<file path="src/rtl/dwg_pkg.sv">
package dwg_pkg;
  localparam int PIN_W  = 24;
  localparam int DATA_W = 32;
  localparam int ADDR_W = 6;

  typedef enum logic [2:0] {
    FLD_OUT  = 3'd0,
    FLD_DIR  = 3'd1,
    FLD_IN   = 3'd2,
    FLD_LVL  = 3'd3,
    FLD_FLAG = 3'd4,
    FLD_MASK = 3'd5,
    FLD_MIR  = 3'd6,
    FLD_NONE = 3'd7
  } field_e;

  typedef struct packed {
    logic   hit;
    logic   sec;
    logic   is_en;
    logic   is_own;
    field_e fld;
  } dec_t;
endpackage

</file>
<file path="src/rtl/dwg_sync.sv">
module dwg_sync #(
  parameter int W = 24
) (
  input  logic         clk,
  input  logic         rst_n,
  input  logic [W-1:0] d,
  output logic [W-1:0] q
);
  logic [W-1:0] stage1;

  always_ff @(posedge clk) begin
    if (!rst_n) begin
      stage1 <= '0;
      q      <= '0;
    end else begin
      stage1 <= d;
      q      <= stage1;
    end
  end
endmodule

</file>
<file path="src/rtl/dwg_decode.sv">
module dwg_decode
  import dwg_pkg::*;
#(
  parameter int AW = 6
) (
  input  logic [AW-1:0] addr,
  output dec_t          dec
);
  localparam int IDX_W = AW - 2;
  localparam int SEC_LAST = 6;
  localparam int EN_IDX = 7;
  localparam int OWN_IDX = 15;

  logic [IDX_W-1:0] idx;

  always_comb begin
    idx        = addr[AW-1:2];
    dec        = '0;
    dec.fld    = FLD_NONE;
    dec.hit    = (addr[1:0] == 2'b00);
    dec.sec    = (int'(idx) <= SEC_LAST);
    dec.is_en  = dec.hit && (int'(idx) == EN_IDX);
    dec.is_own = dec.hit && (int'(idx) == OWN_IDX);
    if (dec.hit) begin
      if (dec.sec) begin
        dec.fld = field_e'(idx[2:0]);
      end else if (int'(idx) > EN_IDX && int'(idx) < OWN_IDX) begin
        dec.fld = field_e'(idx[2:0]);
      end
    end
  end
endmodule

</file>
<file path="src/rtl/dwg_store.sv">
module dwg_store
  import dwg_pkg::*;
#(
  parameter int W = 24
) (
  input  logic         clk,
  input  logic         rst_n,
  input  logic         wr,
  input  dec_t         dec,
  input  logic [W-1:0] wdata,
  input  logic [W-1:0] sync_in,
  output logic [W-1:0] out_q,
  output logic [W-1:0] dir_q,
  output logic [W-1:0] en_q,
  output logic [W-1:0] lvl_q,
  output logic [W-1:0] flag_q,
  output logic [W-1:0] mask_q,
  output logic [W-1:0] own_q,
  output logic [W-1:0] mir_q
);
  localparam int FILL = 2;

  logic [W-1:0] wmask;
  logic [W-1:0] clr;
  logic [W-1:0] active;
  logic [W-1:0] flag_d;
  logic         wr_hit;
  logic [1:0]   fill_cnt;
  logic         mir_done;

  assign wr_hit = wr && dec.hit;
  assign wmask  = dec.sec ? own_q : ~own_q;
  assign clr    = (wr_hit && dec.fld == FLD_FLAG) ? (wdata & wmask) : '0;

  for (genvar i = 0; i < W; i++) begin : g_flag
    assign active[i] = en_q[i] && (sync_in[i] == lvl_q[i]);
    assign flag_d[i] = active[i] | (flag_q[i] & ~clr[i]);
  end

  function automatic logic [W-1:0] merge(input logic [W-1:0] old, input logic [W-1:0] nw,
                                         input logic [W-1:0] m);
    return (old & ~m) | (nw & m);
  endfunction

  always_ff @(posedge clk) begin
    if (!rst_n) begin
      out_q  <= '0;
      dir_q  <= '0;
      en_q   <= '0;
      lvl_q  <= '0;
      flag_q <= '0;
      mask_q <= '0;
      own_q  <= '0;
    end else begin
      flag_q <= flag_d;
      if (wr_hit) begin
        if (dec.fld == FLD_OUT)  out_q  <= merge(out_q, wdata, wmask);
        if (dec.fld == FLD_DIR)  dir_q  <= merge(dir_q, wdata, wmask);
        if (dec.fld == FLD_LVL)  lvl_q  <= merge(lvl_q, wdata, wmask);
        if (dec.fld == FLD_MASK) mask_q <= merge(mask_q, wdata, wmask);
        if (dec.is_en)           en_q   <= merge(en_q, wdata, wmask);
        if (dec.is_own)          own_q  <= wdata;
      end
    end
  end

  always_ff @(posedge clk) begin
    if (!rst_n) begin
      mir_q    <= '0;
      fill_cnt <= '0;
      mir_done <= 1'b0;
    end else if (!mir_done) begin
      if (int'(fill_cnt) == FILL) begin
        mir_q    <= sync_in;
        mir_done <= 1'b1;
      end else begin
        fill_cnt <= fill_cnt + 2'd1;
      end
    end
  end
endmodule

</file>
<file path="src/rtl/dwg_readmux.sv">
module dwg_readmux
  import dwg_pkg::*;
#(
  parameter int W  = 24,
  parameter int DW = 32
) (
  input  logic          clk,
  input  logic          rst_n,
  input  logic          rd,
  input  dec_t          dec,
  input  logic [W-1:0]  sync_in,
  input  logic [W-1:0]  out_q,
  input  logic [W-1:0]  dir_q,
  input  logic [W-1:0]  en_q,
  input  logic [W-1:0]  lvl_q,
  input  logic [W-1:0]  flag_q,
  input  logic [W-1:0]  mask_q,
  input  logic [W-1:0]  own_q,
  input  logic [W-1:0]  mir_q,
  output logic          rsp_valid,
  output logic [DW-1:0] rsp_rdata
);
  logic [W-1:0] sel;
  logic [W-1:0] view;

  always_comb begin
    sel = '0;
    unique case (dec.fld)
      FLD_OUT:  sel = out_q;
      FLD_DIR:  sel = dir_q;
      FLD_IN:   sel = sync_in;
      FLD_LVL:  sel = lvl_q;
      FLD_FLAG: sel = flag_q;
      FLD_MASK: sel = mask_q;
      FLD_MIR:  sel = mir_q;
      default: begin
        if (dec.is_en)  sel = en_q;
        if (dec.is_own) sel = own_q;
      end
    endcase
    if (!dec.hit) sel = '0;
    view = dec.sec ? (sel & own_q) : sel;
  end

  always_ff @(posedge clk) begin
    if (!rst_n) begin
      rsp_valid <= 1'b0;
      rsp_rdata <= '0;
    end else begin
      rsp_valid <= rd;
      if (rd) rsp_rdata <= {{(DW-W){1'b0}}, view};
    end
  end
endmodule

</file>
<file path="src/rtl/dual_window_gpio.sv">
module dual_window_gpio
  import dwg_pkg::*;
#(
  parameter int PINS  = PIN_W,
  parameter int DW    = DATA_W,
  parameter int AW    = ADDR_W
) (
  input  logic            clk,
  input  logic            rst_n,
  input  logic            bus_valid,
  output logic            bus_ready,
  input  logic            bus_write,
  input  logic [AW-1:0]   bus_addr,
  input  logic [DW-1:0]   bus_wdata,
  output logic            rsp_valid,
  output logic [DW-1:0]   rsp_rdata,
  input  logic [PINS-1:0] pin_in,
  output logic [PINS-1:0] pin_out,
  output logic [PINS-1:0] pin_oe,
  output logic            irq_priv,
  output logic            irq_sec
);
  dec_t            dec;
  logic [PINS-1:0] sync_q;
  logic [PINS-1:0] s_out, s_dir, s_en, s_lvl, s_flag, s_mask, s_own, s_mir;
  logic [DW-1:0]   unused_hi;

  assign bus_ready = 1'b1;
  assign unused_hi = bus_wdata;

  dwg_sync #(.W(PINS)) u_sync (
    .clk(clk), .rst_n(rst_n), .d(pin_in), .q(sync_q)
  );

  dwg_decode #(.AW(AW)) u_dec (
    .addr(bus_addr), .dec(dec)
  );

  dwg_store #(.W(PINS)) u_store (
    .clk(clk), .rst_n(rst_n),
    .wr(bus_valid && bus_write), .dec(dec), .wdata(unused_hi[PINS-1:0]),
    .sync_in(sync_q),
    .out_q(s_out), .dir_q(s_dir), .en_q(s_en), .lvl_q(s_lvl),
    .flag_q(s_flag), .mask_q(s_mask), .own_q(s_own), .mir_q(s_mir)
  );

  dwg_readmux #(.W(PINS), .DW(DW)) u_rd (
    .clk(clk), .rst_n(rst_n), .rd(bus_valid && !bus_write), .dec(dec),
    .sync_in(sync_q),
    .out_q(s_out), .dir_q(s_dir), .en_q(s_en), .lvl_q(s_lvl),
    .flag_q(s_flag), .mask_q(s_mask), .own_q(s_own), .mir_q(s_mir),
    .rsp_valid(rsp_valid), .rsp_rdata(rsp_rdata)
  );

  assign pin_oe   = s_dir;
  assign pin_out  = s_out & s_dir;
  assign irq_priv = |(s_mask & s_flag & ~s_own);
  assign irq_sec  = |(s_mask & s_flag & s_own);
endmodule

</file>
<file path="config.mk">
export PLATFORM = sky130hd
export DESIGN_NAME = dual_window_gpio
export DESIGN_NICKNAME = d
export VERILOG_FILES = /design/src/rtl/dwg_pkg.sv /design/src/rtl/dwg_sync.sv /design/src/rtl/dwg_decode.sv /design/src/rtl/dwg_store.sv /design/src/rtl/dwg_readmux.sv /design/src/rtl/dual_window_gpio.sv
export SDC_FILE = /design/constraint.sdc
export NUM_CORES = 1
export LEC_CHECK = 0
export ABC_AREA = 0
export BUFFER_PORTS_ARGS = -buffer_cell sky130_fd_sc_hd__buf_2
export CORE_ASPECT_RATIO = 0.9
export CORE_MARGIN = 10
export CORE_UTILIZATION = 53
export DETAILED_ROUTE_END_ITERATION = 10
export GPL_TIMING_DRIVEN = 0
export PLACE_DENSITY = 0.83
export SYNTH_ARGS = -nofsm -noshare
export SYNTH_HDL_FRONTEND = slang
export SYNTH_SLANG_ARGS = --single-unit
</file>
<file path="constraint.sdc">
create_clock -name clk -period 1.58 [get_ports clk]
set_input_delay 0.316 -clock clk [delete_from_list [all_inputs] [get_ports clk]]
set_output_delay 0.316 -clock clk [all_outputs]
set_load 0.01 [all_outputs]
</file>
==> impl_metrics.tcl, run 1 <==
set metrics [dict create \
    place.gp.congestion 1.04 \
    grt_pass1_wl_um 74300 \
    clk_pin_slew_ps 60 \
    cts_sinks 268 \
    slowest_delay_ps 360 \
    synthToLayoutAreaGrowth_pct 22.6 \
    finalCriticalPeriod_ps 2190 \
    fin_crit_sh_pct 139 \
    htree_levels 1 \
    max_freq_mhz 457 \
    critPathLaunchType "register" \
    whs_path_depth 3 \
    use_met2_pct 46.1 \
    min_from "bus_wdata[22]" \
    yosys_most_used_dff "dfxtp_1" \
    cp_cell_sequence "nand3_4, nand4_1, nor4_2, nand2_1, buf_6" \
    synth_cell_type_count 59 \
    grt-ovfl-total 0 \
    synth-simple-area-share_pct 22.9 \
    tightestPinTransition_ps 960 \
    clockBufferDepth 3 \
    die_x_um 183 \
    synth_mux_area_share_pct 13.1 \
    core_mm2 0.0234 \
    ant_nets 0 \
    synth_top_family_by_area "simple AND/OR/NAND/NOR gates" \
    dpl.hpwl_um 35800 \
    drcViolationCount 0 \
    final_cell_mix "nand2_1, dfxtp_1, mux2i_1, buf_2, and2_1" \
    num_vias 12500 \
    crit_family "simple AND/OR/NAND/NOR gates" \
    r2r_start "u_store.fill_cnt[0]" \
    portBuffers 129 \
    hold_viol 0 \
    start_util_pct 54.0 \
    drive_gt1_share_pct 23.7 \
    p_per_area_mw_per_mm2 1020 \
    rows 53 \
    synth_warnings 0 \
    setup_violations 16 \
    rsz0062_at_grt "true" \
    outcome "complete, but fails checks" \
    met1_usage_pct 42.1 \
    antenna_found_initial 0 \
    setup_ws_ps -610 \
    final_common_cell "nand2_1" \
    slowest_stage "dfxtp_4" \
    dr.pass1.iters 5 \
    slew_headroom_pct 36.0 \
    fin_util_pct 66.3 \
    vias_per_cell 6.29 \
    syn_area_mm2 0.0126 \
    fin_cells 1996 \
    io_pins 150 \
    drt_first_iter_violations 2107 \
    ir_worst_vdd_v 0.000795 \
    cp.arrival_ps 1870 \
    grt-busiest-layer "met2" \
    hold_end "u_store.own_q[22]" \
    dp.cells 1909 \
    ff2ff_setup_slack_ps 60 \
    required_ps 1260 \
    final_area_mm2 0.0155 \
    power_leakage_nw 7.07 \
    synth_fa_ha_area_share_pct 0.0989 \
    postSynthCellCount 1471 \
    yosysSeqAreaShare_pct 42.4 \
    fin_nets 1741 \
    tns_ps -1300 \
    r2r_cells 6 \
    reg2reg_to "u_store.mir_q[15]" \
    wire_per_inst_um 25.4 \
    track_usage_pct 31.5 \
    synth-edff-count 0 \
    hold_class "primary input to register" \
    placed_area_mm2 0.0137 \
    insertion_delay_ps 560 \
    crit_buf_inv 1 \
    cts_root_buf "clkbuf_16" \
    synthArstFlopShare_pct 0 \
    violations "negative setup slack" \
    syn_area_per_cell_um2 8.60 \
    fp.dieH_um 167 \
    die-area_mm2 0.0305 \
    slew_viol_final 0 \
    cts_tree "done" \
    ys_ff_latch 268 \
    grt_max_degree 16 \
    crit_path_end_kind "output port" \
    synth_xor_area_share_pct 3.46 \
    path_class "register to output port" \
    synth_compound_area_share_pct 13.6 \
    cp_max_fo 4 \
    power_mw 15.8 \
    cap_violations 0 \
    grt_pass1_vias 12100 \
    grt_util_met3_pct 8.23 \
    wl_um 50800 \
    fin_skew_ps 8.27 \
    numCtsBuffers 28 \
    antenna-diode-count 0 \
]
[per-layer routing]
layer | wire [um] | up-vias | share of wire (%)
li1 | - | 5484 | -
met1 | 19900 | 5918 | 39
met2 | 21300 | 943 | 42
met3 | 6860 | 200 | 14
met4 | 2680 | 0 | 5.3
met5 | 0 | - | 0
[layout make-up]
type / instances / area (um2)
clock buffers: 35 / 798
plain buffers: 99 / 614
clock inverters: 15 / 210
well taps: 302 / 378
flip-flops and latches: 268 / 5490
multi-input cells: 1106 / 7000
repair buffers: 168 / 1010
inverters: 3 / 11.3
fillers: 1924 / 7900
[worst reg2reg max path: stages, from the launching register on]
cell and delay [ps]:
dfxtp_1 350, inv_1 60, ha_1 220, nand2b_2 250
clkbuf_2 330, nand2_1 90, a21oi_1 160
[logic make-up after synthesis]
| family | Yosys count |
|---|---|
| flops | 268 |
| buf+inv | 104 |
| other cells | 2 |
| xor+xnor | 50 |
| fa+ha+maj | 1 |
| compound gates | 242 |
| simple gates | 640 |
| mux | 164 |
[cell usage after synthesis, types with 3 or more instances]
master	count	area share [%]
a211oi_1	9	0.53
a21o_1	9	0.53
a21oi_1	57	2.3
a221oi_1	17	1.2
a22o_1	21	1.5
a22oi_1	19	1.1
a2bb2oi_1	11	0.76
a31oi_1	4	0.20
and2_1	78	3.9
and3_1	27	1.3
buf_2	19	0.75
buf_4	21	1.2
buf_6	6	0.53
clkbuf_1	51	1.5
dfxtp_1	268	42
mux2_2	16	1.4
mux2i_1	148	12
nand2_1	433	13
nand2b_1	4	0.20
nand3_1	27	1.1
nand4_1	6	0.30
nor2_1	31	0.92
nor2b_1	5	0.25
nor3_1	5	0.20
nor4_1	4	0.20
nor4_4	3	0.50
o2111a_1	3	0.27
o211ai_1	3	0.18
o21ai_0	15	0.59
o221ai_1	21	1.5
o22a_1	4	0.28
o22ai_1	36	1.8
o2bb2ai_1	5	0.35
or3b_2	3	0.21
xnor2_1	25	1.7
xor2_1	25	1.7
[power by group]
part | leakage [nW] | switching, mW | internal, mW
registers | 2.21 | 0.0996 | 6.86
logic | 4.36 | 1.10 | 0.503
clock network | 0.502 | 2.88 | 4.39
total | 7.07 | 4.08 | 11.8
[worst max path at each step]
stage / start / to / slack (ps) / cells after the start
6_report: u_store.own_q[22] / irq_sec / -610 / 5
4_1_cts: register / irq_priv / -540 / 5
5_1_grt: u_store.own_q[22] / irq_sec / -610 / 5
2_1_floorplan: bus_addr[4] / u_rd.rsp_rdata[14] / -20 / 6
3_3_place_gp: bus_addr[2] / u_rd.rsp_rdata[7] / -750 / 7
3_5_place_dp: bus_addr[2] / u_rd.rsp_rdata[7] / -750 / 7
[metrics by stage]
stage / hold slack [ps] / setup slack (ps)
2_1_floorplan: 412 / -19.1
3_3_place_gp: 414 / -751
3_5_place_dp: 418 / -748
4_1_cts: 0.360 / -537
5_1_grt: 32.4 / -615
6_report: 21.8 / -610
[what timing repair did]
item                                    in CTS  in global routing
hold buffers                                25                  0
hold endpoints to repair                    25                  0
buffers inserted                             9                  5
gates resized for setup                     94                 96
endpoints found under the setup margin      99                167
pin swaps                                   14                  7
(Power assumes the default switching activity.)
==> run 2: changes to the inputs <==
==> constraint.sdc (replaced) <==
create_clock -name clk -period 1.58 [get_ports clk]
set_input_delay 0.237 -clock clk [delete_from_list [all_inputs] [get_ports clk]]
set_output_delay 0.237 -clock clk [all_outputs]
set_load 0.01 [all_outputs]
==> run 2 against run 1 <==
  * The run still ends with negative setup slack left
  * Die area unchanged
  * Clock skew rose by 3.5 ps
  * First-iteration DRC count is 2.0% lower
  * Combinational power hardly changed
  * Register-to-register slack about the same
  * Routed wire length about the same
  * Sequential cell count is the same
  * Final cell count is 1.4% higher
  * Clock power decreased by 7.2%
  * Hold slack improved by 150 ps
  * Largest power group is now registers
==> impl_metrics.tcl, run 2 (same netlist as run 1, synthesis figures left out) <==
set metrics [dict create \
    outcome "complete, but fails checks" \
    violations "negative setup slack" \
    vias_per_cell 6.30 \
    ir_worst_vdd_v 0.000960 \
    place.gp.congestion 1.05 \
    cts_sinks 268 \
    synthToLayoutAreaGrowth_pct 23.8 \
    num_vias 12800 \
    hold_viol 0 \
    clk_pin_slew_ps 60 \
    whs_path_depth 3 \
    grt-ovfl-total 0 \
    dr.pass1.iters 7 \
    power_leakage_nw 7.14 \
    fillers 1923 \
    fin_skew_ps 11.7 \
    tightestPinTransition_ps 969 \
    finalCriticalPeriod_ps 2100 \
    io_pins 150 \
    antenna_found_initial 2 \
    rsz0062_at_grt "true" \
    fin_cells 2023 \
    core_mm2 0.0234 \
    register_area_mm2 0.00549 \
    required_ps 1340 \
    start_util_pct 54.0 \
    fin_nets 1768 \
    crit_path_end_kind "output port" \
    grt_pass1_wl_um 74900 \
    dp.cells 1909 \
    cts_root_buf "clkbuf_16" \
    drt_first_iter_violations 2064 \
    grt_max_degree 15 \
    setup_ws_ps -520 \
    cp_cell_sequence "nand3_2, nand4_1, nor4_4, nand2_2, buf_6" \
    critPathLaunchType "register" \
    multiInputGateArea_mm2 0.00701 \
    ant_nets 0 \
    wire_per_inst_um 25.1 \
    insertion_delay_ps 560 \
    rows 53 \
    placed_area_mm2 0.0137 \
    drive_gt1_share_pct 22.7 \
    setup_violations 6 \
    slew_viol_final 0 \
    cap_violations 0 \
    final_area_mm2 0.0157 \
    drcViolationCount 0 \
    track_usage_pct 31.5 \
    numCtsBuffers 28 \
    cp_max_fo 4 \
    r2r_cells 6 \
    portBuffers 129 \
    cp.arrival_ps 1860 \
    clockBufferDepth 3 \
    final_cell_mix "nand2_1, dfxtp_1, mux2i_1, buf_2, and2_1" \
    cts_tree "done" \
    slew_headroom_pct 35.4 \
    hold_class "primary input to register" \
    final_common_cell "nand2_1" \
    slowest_delay_ps 380 \
    max_freq_mhz 476 \
    fin_crit_sh_pct 133 \
    wl_um 50800 \
    grt_pass1_vias 12400 \
    slowest_stage "dfxtp_4" \
    die_x_um 183 \
    path_class "register to output port" \
    fp.dieH_um 167 \
    dpl.hpwl_um 35600 \
    p_per_area_mw_per_mm2 977 \
    htree_levels 1 \
    die-area_mm2 0.0305 \
]
==> run 2: cell types whose count changed in the layout (fill, tap and decap cells not counted), sizes merged <==
cell         delta
bufinv          -2
clkinv          -1
clkbuf          +1
inv             -1
diode           +1
clkinvlp        +1
dlygate4sd3    +23
buf             +5
==> run 2: through the flow <==
stage / setup TNS (ps) / utilization (%) / worst slack (ps) / hold WS (ps) / total power, mW
final: -1110 / 66.9 / -520 / 175 / 15.3
after global placement: -96270 / 58.5 / -770 / 413 / 8.50
after global routing: -959 / 66.9 / -513 / 189 / 15.6
after detailed placement: -99740 / 58.5 / -805 / 417 / 8.53
after floorplan: 0 / - / 23.1 / 364 / 7.95
after CTS: -905 / 65.8 / -469 / 100 / 15.2
==> run 2: area by class of cell <==
cell class	count	share of cell area (%)
Clock inverter	12	0.991
Multi-Input combinational cell	1106	44.8
Tap cell	302	2.41
Timing Repair Buffer	195	8.16
Inverter	3	0.0719
Sequential cell	268	35.1
Clock buffer	37	4.88
Antenna cell	1	0.0160
Buffer	99	3.59
==> run 2: worst paths after layout <==
check                                         start                 to  slack [ps]
worst min register to register    u_sync.stage1[16]       u_sync.q[16]         430
worst min-delay path                          rst_n   u_store.own_q[0]         170
worst max-delay path               u_store.own_q[1]            irq_sec        -520
worst max register to register  u_store.fill_cnt[0]  u_store.mir_q[20]          50
==> run 2: repair_timing <==
item | CTS | global route
hold buffers | 48 | 0
endpoints found under the setup margin | 47 | 131
buffers inserted | 12 | 6
pin swaps | 12 | 12
resized for setup | 96 | 82
hold endpoints to repair | 48 | 0
==> run 2: power by group <==
group	total [mW]	switching (mW)	internal [mW]
clock network	6.74	2.85	3.89
logic	1.60	1.08	0.525
registers	6.96	0.102	6.86
total	15.3	4.02	11.3
==> run 2: per-layer routing <==
| metal | global-route usage [%] | share of wire [%] |
|---|---|---|
| met5 | 0 | 0 |
| met4 | 15.6 | 5.8 |
| met3 | 7.95 | 14 |
| met2 | 47.5 | 42 |
| met1 | 41.1 | 39 |
==> run 2: worst max-delay path: cells and delay by family, from the launching register on <==
| kind | cells | cell delay (ps) |
|---|---|---|
| flops | 1 | 380 |
| simple gates | 4 | 790 |
| buf+inv | 1 | 140 |
==> run 3: changes to the inputs <==
--- a/config.mk
+++ b/config.mk
@@ -8,7 +8,7 @@
 export ABC_AREA = 0
 export BUFFER_PORTS_ARGS = -buffer_cell sky130_fd_sc_hd__buf_2
 export CORE_ASPECT_RATIO = 0.9
-export CORE_MARGIN = 10
+export CORE_MARGIN = 4
 export CORE_UTILIZATION = 53
 export DETAILED_ROUTE_END_ITERATION = 10
 export GPL_TIMING_DRIVEN = 0
==> run 3 against run 2 <==
  * The run still ends with negative setup slack left
  * Sequential share of layout area barely moved
  * Global-route usage rose by 4.9 points
  * Clock power fell by 1%
  * Hold slack improved by 7.3 ps
  * Power fell by 0.26%
  * First-iteration DRC count rose by 0.87%
  * Routed wire length fell by 0.95%
  * Cell area fell by 0.35%
  * Die area fell by 13%
  * Worst setup slack improved by 74 ps
  * Via count rose by 0.42%
  * Register-to-register slack improved by 30 ps
==> impl_metrics.tcl, run 3 (same netlist as run 1, synthesis figures left out) <==
set metrics [dict create \
    path_class "register to output port" \
    timing.hold.ws_ps 182 \
    wl_um 50300 \
    dpl.hpwl_um 35100 \
    fin_nets 1770 \
    max_freq_mhz 494 \
    rsz0062_at_grt "true" \
    ant_nets 0 \
    ir_worst_vdd_v 0.000851 \
    wl_met3_um 6800 \
    fin_cells 2026 \
    pwr-share-comb_pct 10.7 \
    r2r_start "u_store.fill_cnt[0]" \
    cts_tree "done" \
    slew_headroom_pct 34.0 \
    top_layer "met4" \
    hold_class "primary input to register" \
    slew_viol_final 0 \
    cts_root_buf "clkbuf_16" \
    r2r_cells 7 \
    die_x_um 171 \
    clkPwrFrac_pct 43.6 \
    setup_violations 9 \
    dp_worst_setup_slack_ps -759 \
    insertion_delay_ps 560 \
    power_leakage_nw 7.11 \
    htree_levels 1 \
    grt-ovfl-total 0 \
    internal-power_mw 11.1 \
    min_from "rst_n" \
    portBuffers 129 \
    p_per_area_mw_per_mm2 978 \
    grt_pass1_wl_um 73100 \
    required_ps 1340 \
    grt_max_degree 15 \
    wire_per_inst_um 24.8 \
    setup_ws_ps -446 \
    antenna-diode-count 0 \
    fin_crit_sh_pct 128 \
    track_usage_pct 36.4 \
    finalCriticalPeriod_ps 2030 \
    place.gp.congestion 1.06 \
    tightestPinTransition_ps 989 \
    seq_power_share_pct 45.7 \
    dr.pass1.iters 8 \
    fp.dieH_um 155 \
    startpoint "u_store.own_q[22]" \
    violations "negative setup slack" \
    drcViolationCount 0 \
    switchingPower_mw 4.12 \
    antenna_found_initial 0 \
    cap_violations 0 \
    fin_skew_ps 15.8 \
    io_pins 150 \
    whs_path_depth 3 \
    start_util_pct 54.0 \
    numCtsBuffers 28 \
    clockBufferDepth 3 \
    cts_sinks 268 \
    clk_pin_slew_ps 60 \
    rows 53 \
    hold_viol 0 \
    crit_path_end_kind "output port" \
    m1WireLength_um 19200 \
    drt_first_iter_violations 2082 \
    core_mm2 0.0234 \
    power.share.switching_pct 27.0 \
    dp.cells 1909 \
    drive_gt1_share_pct 22.0 \
    vias_per_cell 6.32 \
    final_common_cell "nand2_1" \
    critPathLaunchType "register" \
    num_vias 12800 \
    synthToLayoutAreaGrowth_pct 23.3 \
    cp_max_fo 3 \
    tns_ps -1010 \
    outcome "complete, but fails checks" \
    cp.arrival_ps 1790 \
    die-area_mm2 0.0264 \
    final_cell_mix "nand2_1, dfxtp_1, mux2i_1, buf_2, and2_1" \
    dr_wl_met2_um 21400 \
    power_mw 15.3 \
    grt_pass1_vias 12100 \
]
## run 3: repair_timing
item / CTS / global route
setup endpoints to repair: 44 / 127
setup buffers: 11 / 8
hold buffers: 48 / 0
endpoints found under the hold margin: 48 / 0
pin swaps: 10 / 9
gates resized for setup: 98 / 61
## run 3: worst max-delay path: stages, from the launching register on
cell	delay (ps)
dfxtp_4	370
nand3_4	90
nand4_1	180
nor4_2	270
nand2_1	170
buf_6	160
## run 3: power by group through the flow
| stage | clock, mW | sequential, mW | combinational [mW] |
|---|---|---|---|
| after floorplan | 0 | 7.10 | 0.850 |
| after global placement | 0 | 7.13 | 1.39 |
| after detailed placement | 0 | 7.14 | 1.41 |
| after CTS | 6.62 | 6.97 | 1.53 |
| after global routing | 6.88 | 6.97 | 1.69 |
| final | 6.66 | 6.97 | 1.63 |
## run 3: through the flow
stage	utilization, %	cell area [um2]
2_1_floorplan	-	12700
3_3_place_gp	58.5	13700
3_5_place_dp	58.5	13700
4_1_cts	65.8	15400
5_1_grt	66.6	15600
6_report	66.6	15600
## run 3: cell type report
class / count / area, um2
inverters: 3 / 11.3
well taps: 302 / 378
multi-input cells: 1106 / 6980
repair buffers: 196 / 1280
clock inverters: 14 / 140
clock buffers: 37 / 764
fillers: 1939 / 7810
flip-flops and latches: 268 / 5470
plain buffers: 100 / 567
## run 3: metal layers
layer | vias up | track usage [%]
li1 | 5561 | -
met1 | 5992 | 48.7
met2 | 1020 | 55.2
met3 | 231 | 9.33
met4 | 0 | 16.8
met5 | - | 0
## run 3: worst paths after layout
path	endpoint	slack, ps
setup reg to reg	u_store.mir_q[5]	80
hold reg to reg	u_sync.q[18]	430
hold / removal	u_store.own_q[0]	180
setup / recovery	irq_sec	-450
